## src/rtl/cconst_pkg.sv

```systemverilog
package cconst_pkg;

  localparam int BANK_W   = 4;
  localparam int ENTRY_W  = 4;
  localparam int IDX_W    = 6;
  localparam int GROUPS   = 2;
  localparam int W0_BASE_LSB = 8;
  localparam int W1_BASE_LSB = 2;

  typedef enum logic [1:0] {
    LK_NONE = 2'd0,
    LK_ONE  = 2'd1,
    LK_TWO  = 2'd2,
    LK_LOOP = 2'd3
  } lock_mode_e;

  typedef enum logic [1:0] {
    ST_IDLE  = 2'd0,
    ST_FILL  = 2'd1,
    ST_READY = 2'd2
  } seq_state_e;

  // Whether a slot (first or second line of a group) is pinned by a mode.
  function automatic logic slot_needed(input logic [1:0] mode, input logic second);
    slot_needed = (mode != LK_NONE) && !(second && (mode == LK_ONE));
  endfunction

endpackage

```

## src/rtl/cconst_cfg_regs.sv

```systemverilog
module cconst_cfg_regs
  import cconst_pkg::*;
#(
  parameter int LINE_W = 8,
  parameter int LOOP_W = 8
) (
  input  logic                                 clk,
  input  logic                                 rst_n,
  input  logic                                 load,
  input  logic [31:0]                          word0,
  input  logic [31:0]                          word1,
  input  logic [LOOP_W-1:0]                    loop_ctr,
  output logic [GROUPS-1:0][1:0]               mode,
  output logic [GROUPS-1:0][BANK_W-1:0]        bank,
  output logic [GROUPS-1:0][LINE_W-1:0]        eff_base
);

  logic [GROUPS-1:0][LINE_W-1:0] base_q;
  logic [LOOP_W-1:0]             loop_q;

  // Base plus captured loop offset, wrapping in the line width.
  function automatic logic [LINE_W-1:0] offset_base(
    input logic [LINE_W-1:0] base, input logic [1:0] m, input logic [LOOP_W-1:0] lp);
    offset_base = base + ((m == LK_LOOP) ? LINE_W'(lp) : '0);
  endfunction

  always_ff @(posedge clk or negedge rst_n) begin
    if (!rst_n) begin
      mode   <= '0;
      bank   <= '0;
      base_q <= '0;
      loop_q <= '0;
    end else if (load) begin
      mode[0]   <= word0[31:30];
      bank[0]   <= word0[3:0];
      bank[1]   <= word0[7:4];
      base_q[0] <= word0[W0_BASE_LSB +: LINE_W];
      mode[1]   <= word1[1:0];
      base_q[1] <= word1[W1_BASE_LSB +: LINE_W];
      loop_q    <= loop_ctr;
    end
  end

  for (genvar g = 0; g < GROUPS; g++) begin : g_base
    assign eff_base[g] = offset_base(base_q[g], mode[g], loop_q);
  end

endmodule

```

## src/rtl/cconst_fill_seq.sv

```systemverilog
module cconst_fill_seq
  import cconst_pkg::*;
#(
  parameter int LINE_W = 8
) (
  input  logic                          clk,
  input  logic                          rst_n,
  input  logic                          cfg_valid,
  input  logic [GROUPS-1:0][1:0]        mode,
  input  logic [GROUPS-1:0][BANK_W-1:0] bank,
  input  logic [GROUPS-1:0][LINE_W-1:0] eff_base,
  input  logic                          fill_ready,
  output logic                          cfg_load,
  output logic                          fill_valid,
  output logic [BANK_W-1:0]             fill_bank,
  output logic [LINE_W-1:0]             fill_line,
  output logic                          fill_fire,
  output logic                          clause_ready
);

  seq_state_e state;
  logic [1:0] slot;
  logic       grp;
  logic       sec;
  logic       need;
  logic       advance;

  assign grp        = slot[1];
  assign sec        = slot[0];
  assign need       = slot_needed(mode[grp], sec);
  assign cfg_load   = cfg_valid && (state != ST_FILL);
  assign fill_valid = (state == ST_FILL) && need;
  assign fill_bank  = bank[grp];
  assign fill_line  = eff_base[grp] + LINE_W'(sec);
  assign fill_fire  = fill_valid && fill_ready;
  assign advance    = (state == ST_FILL) && (!need || fill_ready);
  assign clause_ready = (state == ST_READY);

  always_ff @(posedge clk or negedge rst_n) begin
    if (!rst_n) begin
      state <= ST_IDLE;
      slot  <= '0;
    end else if (cfg_load) begin
      state <= ST_FILL;
      slot  <= '0;
    end else if (advance) begin
      slot <= slot + 2'd1;
      if (slot == 2'd3) state <= ST_READY;
    end
  end

endmodule

```

## src/rtl/cconst_resolve.sv

```systemverilog
module cconst_resolve
  import cconst_pkg::*;
#(
  parameter int LINE_W = 8
) (
  input  logic                          clk,
  input  logic                          rst_n,
  input  logic                          ref_valid,
  input  logic [IDX_W-1:0]              ref_idx,
  input  logic                          clause_ready,
  input  logic [GROUPS-1:0][1:0]        mode,
  input  logic [GROUPS-1:0][BANK_W-1:0] bank,
  input  logic [GROUPS-1:0][LINE_W-1:0] eff_base,
  output logic                          res_valid,
  output logic                          res_err,
  output logic [BANK_W-1:0]             res_bank,
  output logic [LINE_W-1:0]             res_line,
  output logic [ENTRY_W-1:0]            res_entry
);

  logic grp;
  logic sec;
  logic hit;
  logic take;

  assign grp  = ref_idx[5];
  assign sec  = ref_idx[4];
  assign hit  = clause_ready && slot_needed(mode[grp], sec);
  assign take = ref_valid && hit;

  always_ff @(posedge clk or negedge rst_n) begin
    if (!rst_n) begin
      res_valid <= 1'b0;
      res_err   <= 1'b0;
      res_bank  <= '0;
      res_line  <= '0;
      res_entry <= '0;
    end else begin
      res_valid <= ref_valid;
      res_err   <= ref_valid && !hit;
      res_bank  <= take ? bank[grp] : '0;
      res_line  <= take ? (eff_base[grp] + LINE_W'(sec)) : '0;
      res_entry <= take ? ref_idx[ENTRY_W-1:0] : '0;
    end
  end

endmodule

```

## src/rtl/cconst_lock.sv

```systemverilog
module cconst_lock
  import cconst_pkg::*;
#(
  parameter int LINE_W = 8,
  parameter int LOOP_W = 8
) (
  input  logic              clk,
  input  logic              rst_n,
  input  logic              cfg_valid,
  input  logic [31:0]       cfg_word0,
  input  logic [31:0]       cfg_word1,
  input  logic [LOOP_W-1:0] loop_ctr,
  output logic              fill_valid,
  input  logic              fill_ready,
  output logic [3:0]        fill_bank,
  output logic [LINE_W-1:0] fill_line,
  output logic              clause_ready,
  input  logic              ref_valid,
  input  logic [5:0]        ref_idx,
  output logic              res_valid,
  output logic              res_err,
  output logic [3:0]        res_bank,
  output logic [LINE_W-1:0] res_line,
  output logic [3:0]        res_entry
);

  logic [GROUPS-1:0][1:0]        mode;
  logic [GROUPS-1:0][BANK_W-1:0] bank;
  logic [GROUPS-1:0][LINE_W-1:0] eff_base;
  logic                          cfg_load;
  logic                          fill_fire;
  logic                          unused_cfg_bits;

  assign unused_cfg_bits = ^{cfg_word0, cfg_word1, fill_fire};

  cconst_cfg_regs #(.LINE_W(LINE_W), .LOOP_W(LOOP_W)) u_cfg (
    .clk      (clk),
    .rst_n    (rst_n),
    .load     (cfg_load),
    .word0    (cfg_word0),
    .word1    (cfg_word1),
    .loop_ctr (loop_ctr),
    .mode     (mode),
    .bank     (bank),
    .eff_base (eff_base)
  );

  cconst_fill_seq #(.LINE_W(LINE_W)) u_seq (
    .clk          (clk),
    .rst_n        (rst_n),
    .cfg_valid    (cfg_valid),
    .mode         (mode),
    .bank         (bank),
    .eff_base     (eff_base),
    .fill_ready   (fill_ready),
    .cfg_load     (cfg_load),
    .fill_valid   (fill_valid),
    .fill_bank    (fill_bank),
    .fill_line    (fill_line),
    .fill_fire    (fill_fire),
    .clause_ready (clause_ready)
  );

  cconst_resolve #(.LINE_W(LINE_W)) u_res (
    .clk          (clk),
    .rst_n        (rst_n),
    .ref_valid    (ref_valid),
    .ref_idx      (ref_idx),
    .clause_ready (clause_ready),
    .mode         (mode),
    .bank         (bank),
    .eff_base     (eff_base),
    .res_valid    (res_valid),
    .res_err      (res_err),
    .res_bank     (res_bank),
    .res_line     (res_line),
    .res_entry    (res_entry)
  );

endmodule

```

## config.mk

```make
export PLATFORM = sky130hd
export DESIGN_NAME = cconst_lock
export DESIGN_NICKNAME = d
export VERILOG_FILES = /design/src/rtl/cconst_pkg.sv /design/src/rtl/cconst_cfg_regs.sv /design/src/rtl/cconst_fill_seq.sv /design/src/rtl/cconst_resolve.sv /design/src/rtl/cconst_lock.sv
export SDC_FILE = /design/constraint.sdc
export NUM_CORES = 1
export LEC_CHECK = 0
export BUFFER_PORTS_ARGS = -buffer_cell sky130_fd_sc_hd__buf_2
export CAP_MARGIN = 25
export CORE_ASPECT_RATIO = 1.5
export CORE_MARGIN = 3
export CORE_UTILIZATION = 48
export DETAILED_ROUTE_END_ITERATION = 7
export PLACE_DENSITY_LB_ADDON = 0.2
export SLEW_MARGIN = 25
export SYNTH_ARGS = -nofsm -noshare
export SYNTH_HDL_FRONTEND = slang
export SYNTH_HIERARCHICAL = 1
export SYNTH_SLANG_ARGS = --single-unit
```

## constraint.sdc

```tcl
create_clock -name clk -period 7.92 [get_ports clk]
set_input_delay 0.396 -clock clk [delete_from_list [all_inputs] [get_ports clk]]
set_output_delay 0.396 -clock clk [all_outputs]
set_load 0.05 [all_outputs]
```

==> flow_summary.toml, run 1 <==
[outcome]
status = "completed"

[power]
p_per_area_nw_per_um2 = 514
power.leakage_nw = 2.09
ir_drop_uv = 269
power_mw = 2.17

[placement]
dp_hpwl_um = 5510
port_buffers = 78
place.gp.congestion = 0.838

[final_layout]
syn_to_final_growth_pct = 19.5
fin_nets = 496
drive_above_1_share_pct = 37.6
antenna_cells = 0

[detailed_routing]
drc_errors = 0
vias_per_cell = 5.44
drt-total-wl_um = 7260
final_antenna_net_count = 0
drt_pass1_iterations = 4
post_drt_wl_per_cell_um = 14.7
drt_iter0_drc = 94
num_vias = 2684

[setup_path]
cp_num_buf_inv = 2
cp_data_required_time_ps = 7520
start_kind = "register"
critPathTopFamily = "compound AO/OA/AOI/OAI gates"
crit_type = "reg2out"
cpMaxStageDelayCell = "dfrtp_1"
slowest_delay_ps = 600
cp_cell_sequence = "and3_1, ha_1, inv_1, fa_1, nor2b_4, o21ai_0, a21oi_1, nand3_1, a22oi_4, nand2_2, xor2_1, buf_2"
cp-end-kind = "primary output"
cp_max_fo = 11
cp_data_arrival_time_ps = 3390

[grt]
grt_usage_pct = 18.4
grt_pass1_vias = 2691
grt_max_degree = 59
grt_pass1_wl_um = 12500
overflow = 0
antenna_found_initial = 0

[clock_network]
cts_tree = "yes"
post_cts_buffers = 0
clk_path_buf_depth = 2
numCtsBuffers = 9
htree_levels = 3
cts-root-buf = "clkbuf_8"
cts_num_sinks = 58
cts_hold_buf = 0
clk_latency_ps = 340
cts_resized = 0
clk_pin_slew_ps = 60

[sta]
fin_crit_sh_pct = 47.8
fmax_mhz = 264
setup_violations = 0
tightest_slew_ps = 1000
hold_viol = 0
fin_tns_setup_ps = 0
fin_worst_skew_ps = 11.0
report.final.slew_viol_count = 0
relSlewSlack_pct = 33.3
rsz0062_at_grt = "false"
fin_crit_ps = 3790

[yosys]
netlist_area_um2 = 3530
avgSynthCellArea_um2 = 11.4
ys_warn_count = 6
syn_inst = 309
syn_nets = 413

[worst_hold_path]
hp-class = "in2async"

[die]
die_x_um = 76.0
dieHeight_um = 111
io_pins = 115
start_util_pct = 50.5
dieArea_um2 = 8440
core_um2 = 6990
num_rows = 37

[flow_run]
drv_cap = 0
-- worst paths after layout --
check	start	endpoint	slack (ps)	cells past startpoint
min reg2reg	u_cfg/base_q[10]	u_cfg/base_q[10]	520	1
max reg2reg	u_cfg/mode[2]	u_res/res_line[6]	4960	11
min	rst_n	u_res/res_entry[0]	180	2
max	u_cfg/mode[2]	fill_line[7]	4130	12
max in group asynchronous	rst_n	u_seq/slot[0]	7250	2
min in group clk	ref_valid	u_res/res_valid	270	1
-- flip-flops by register name (all words and copies together), names as in the netlist --
| register | flops |
|---|---|
| u_res/res_line | 8 |
| u_res/res_valid | 1 |
| u_cfg/base_q | 16 |
| u_cfg/mode | 4 |
| u_res/res_err | 1 |
| u_seq/state | 2 |
| u_res/res_bank | 4 |
| u_cfg/loop_q | 8 |
| u_cfg/bank | 8 |
| u_seq/slot | 2 |
| u_res/res_entry | 4 |
-- through the flow --
step                      instances  util (%)  hold slack [ps]  setup WS (ps)  area [µm²]
after global placement          477      57.1              504           4560        3990
after detailed placement        477      57.1              506           4490        3990
final                           493      60.3              181           4130        4220
after CTS                       492      60.0              205           4110        4200
after floorplan                 309         -              100           4510        3530
after global routing            493      60.3              254           3890        4220
-- report_power, final --
group | switching [mW] | internal (mW) | total (mW)
combinational | 0.844 | 0.514 | 1.36
clock | 0.110 | 0.169 | 0.279
sequential | 0.127 | 0.403 | 0.531
total | 1.08 | 1.09 | 2.17
-- metal layers --
| metal | vias to the layer above | part of all wire, % | track usage [%] |
|---|---|---|---|
| met2 | 72 | 51 | 31.6 |
| li1 | 1287 | - | - |
| met4 | 0 | 2.9 | 8.95 |
| met1 | 1306 | 41 | 20.8 |
| met5 | - | 0 | 0 |
| met3 | 19 | 4.7 | 5.20 |
-- worst register-to-register path: stages (launching register included) --
cell and delay (ps):
dfrtp_1 600, and3_1 220, ha_1 170, inv_1 60, fa_1 430, nor2b_4 130
o21ai_0 90, a21oi_1 410, nand4_1 240, a211oi_2 280, xor2_1 160, nor2_1 50
-- layout by cell type, fill, tap and decap left out, types with 2 or more instances in the layout --
master / n
o21ai_0: 5
xor2_1: 7
nand2_1: 8
a21oi_1: 14
fa_1: 2
xnor2_1: 13
nand3_1: 13
o31a_1: 2
nor2b_4: 2
clkbuf_8: 12
and3_1: 19
mux2_2: 41
a22o_1: 2
o21ai_1: 2
and2b_1: 2
nor2b_1: 8
mux2i_1: 13
nand2b_1: 3
inv_1: 11
a211oi_2: 2
buf_2: 78
o21a_1: 3
ha_1: 19
nand4b_1: 3
a21o_1: 3
and3b_1: 3
mux2_1: 2
dfrtp_1: 58
a31oi_1: 2
nor2_1: 14
nand4_1: 4
-- area by class of cell --
class	instances	area (µm²)
clock buffer	13	169
clock inverter	2	35.0
fill	637	2780
inverter	12	45.0
multi-input combinational	231	1980
sequential	58	1450
tap	97	121
timing repair buffer	80	418
(Power assumes the default switching activity.)
==> run 2: changes to the inputs <==
CORE_UTILIZATION = 46   (was 48)
clock period = 3.4 ns   (was 7.92 ns; I/O delays follow)
==> run 2 against run 1 <==
Worst hold slack got worse by 140 ps. Die area up 4.1%. Clock skew up 1.4 ps. Largest power group unchanged. Sequential share of layout area decreased by 1.3 points. Critical endpoint unchanged.
==> flow_summary.toml, run 2 (synthesis results as in run 1) <==
[outcome]
status = "completed"

[setup_path]
start_kind = "register"
cp_max_fo = 7
cp_data_required_time_ps = 3230
crit_type = "reg2out"
reg2reg_setup_slack_ps = 660
cp-end-kind = "primary output"
cp_data_arrival_time_ps = 3060

[detailed_routing]
drt_iter0_drc = 114
num_vias = 2725
drt-total-wl_um = 7780
drt_pass1_iterations = 4
vias_per_cell = 5.33
post_drt_wl_per_cell_um = 15.2
final_antenna_net_count = 0
drc_errors = 0

[power]
ir_drop_uv = 885
power_switching_mw = 2.59
pwr-share-clk_pct = 14.6
p_seq_share_pct = 21.6
power_frac_comb_pct = 63.8
p_per_area_nw_per_um2 = 1230
power.leakage_nw = 2.17
switching_share_pct = 47.9
internal_power_mw = 2.81

[clock_network]
numCtsBuffers = 9
cts-root-buf = "clkbuf_8"
clk_pin_slew_ps = 70
htree_levels = 3
clk_latency_ps = 340
cts_tree = "yes"
clk_path_buf_depth = 2
cts_num_sinks = 58

[sta]
setup_violations = 0
fmax_mhz = 310
report.final.slew_viol_count = 0
fin_hold_ws_ps = 43.7
fin_crit_sh_pct = 94.9
hold_viol = 0
fin_crit_ps = 3230
relSlewSlack_pct = 60.3
tightest_slew_ps = 595
setup_ws_ps = 174
fin_worst_skew_ps = 12.4

[final_layout]
fillers = 651
fin_nets = 510
largest_reg_flops = 16
antenna_cells = 0
final-seq-area_um2 = 1460
post-route-util_pct = 60.1
mostFrequentLayoutCells = "buf_2 (76), dfrtp_1 (55), mux2_2 (41), and3_1 (19), ha_1 (19)"
regMostFlops = "u_cfg/base_q"
multiInputGateArea_um2 = 1980
drive_above_1_share_pct = 41.1
syn_to_final_growth_pct = 24.6
finalInstanceArea_um2 = 4400
layout_commonest_cell = "buf_2"

[grt]
grt_pass1_vias = 2770
overflow = 0
grt_usage_pct = 19.1
grt_max_degree = 39
grt_pass1_wl_um = 13100
antenna_found_initial = 0

[placement]
port_buffers = 78
dp_slack_ps = 309
dp_hpwl_um = 5890
place.gp.congestion = 0.822
place_area_um2 = 4050

[die]
dieArea_um2 = 8780
num_rows = 38
dieHeight_um = 113
die_x_um = 77.5
start_util_pct = 48.2
core_um2 = 7320
io_pins = 115

[worst_hold_path]
hp-class = "in2reg"

[flow_run]
drv_cap = 0
## run 2: cell count changes in the layout (fill, tap and decap cells not counted), moves of 2 or more
cell / previous run / this run
buf_4: 1 / 16
clkbuf_8: 12 / 10
clkinvlp_4: 0 / 2
buf_2: 78 / 76
dfrtp_1: 58 / 55
dfrtp_2: 0 / 3
bufinv_16: 1 / 3
## run 2: power by group through the flow
stage	Combinational, mW	Sequential, mW	Clock (mW)
after detailed placement	3.32	1.19	0
after CTS	3.34	1.18	0.811
final	3.45	1.17	0.786
after floorplan	2.63	1.12	0
after global routing	3.76	1.20	0.845
after global placement	3.28	1.18	0
## run 2: path summary, 6_finish.rpt
| kind | cells after the start | startpoint | endpoint |
|---|---|---|---|
| worst min register to register | 1 | u_cfg/base_q[14] | u_cfg/base_q[14] |
| max in group asynchronous | 3 | rst_n | u_cfg/mode[0] |
| worst max register to register | 12 | u_cfg/mode[2] | u_res/res_line[7] |
| min in group asynchronous | 2 | rst_n | u_res/res_bank[2] |
| worst max-delay path | 13 | u_cfg/mode[0] | fill_line[7] |
| worst min-delay path | 1 | ref_valid | u_res/res_valid |
## run 2: worst max-delay path, stage by stage, from the launching register on
cell and delay (ps):
dfrtp_2 450, and3_1 180, ha_1 200, inv_1 80, fa_1 210, nor2b_1 70
o31a_1 270, or4_1 400, nand3_1 140, and2b_1 160, a32o_1 140, nand2_2 60
xor2_1 160, buf_4 220
## run 2: cell type report
| type | count | area share [%] |
|---|---|---|
| clock inverter | 6 | 2.59 |
| multi-input combinational | 231 | 45.1 |
| tap | 100 | 2.84 |
| sequential | 58 | 33.1 |
| timing repair buffer | 94 | 12.2 |
| inverter | 12 | 1.02 |
| clock buffer | 10 | 3.13 |
## run 2: layer usage
| layer | track usage, % | vias to the layer above | routed length (µm) |
|---|---|---|---|
| met2 | 34.6 | 78 | 4210 |
| met1 | 20.1 | 1311 | 2970 |
| li1 | - | 1316 | - |
| met3 | 5.18 | 20 | 377 |
| met5 | 0 | - | 0 |
| met4 | 9.86 | 0 | 225 |
## run 2: through the flow
step | power, mW | std cells | setup TNS [ps]
2_1_floorplan | 3.75 | 309 | 0
3_3_place_gp | 4.45 | 487 | 0
3_5_place_dp | 4.51 | 487 | 0
4_1_cts | 5.34 | 504 | 0
5_1_grt | 5.80 | 511 | -7.81
6_report | 5.40 | 511 | 0
## run 2: what timing repair did
action                                  in CTS  in global routing
setup buffers                                0                  6
hold buffers                                 1                  0
endpoints found under the hold margin       27                  0
resized for setup                            2                  7
endpoints found under the setup margin       2                  3
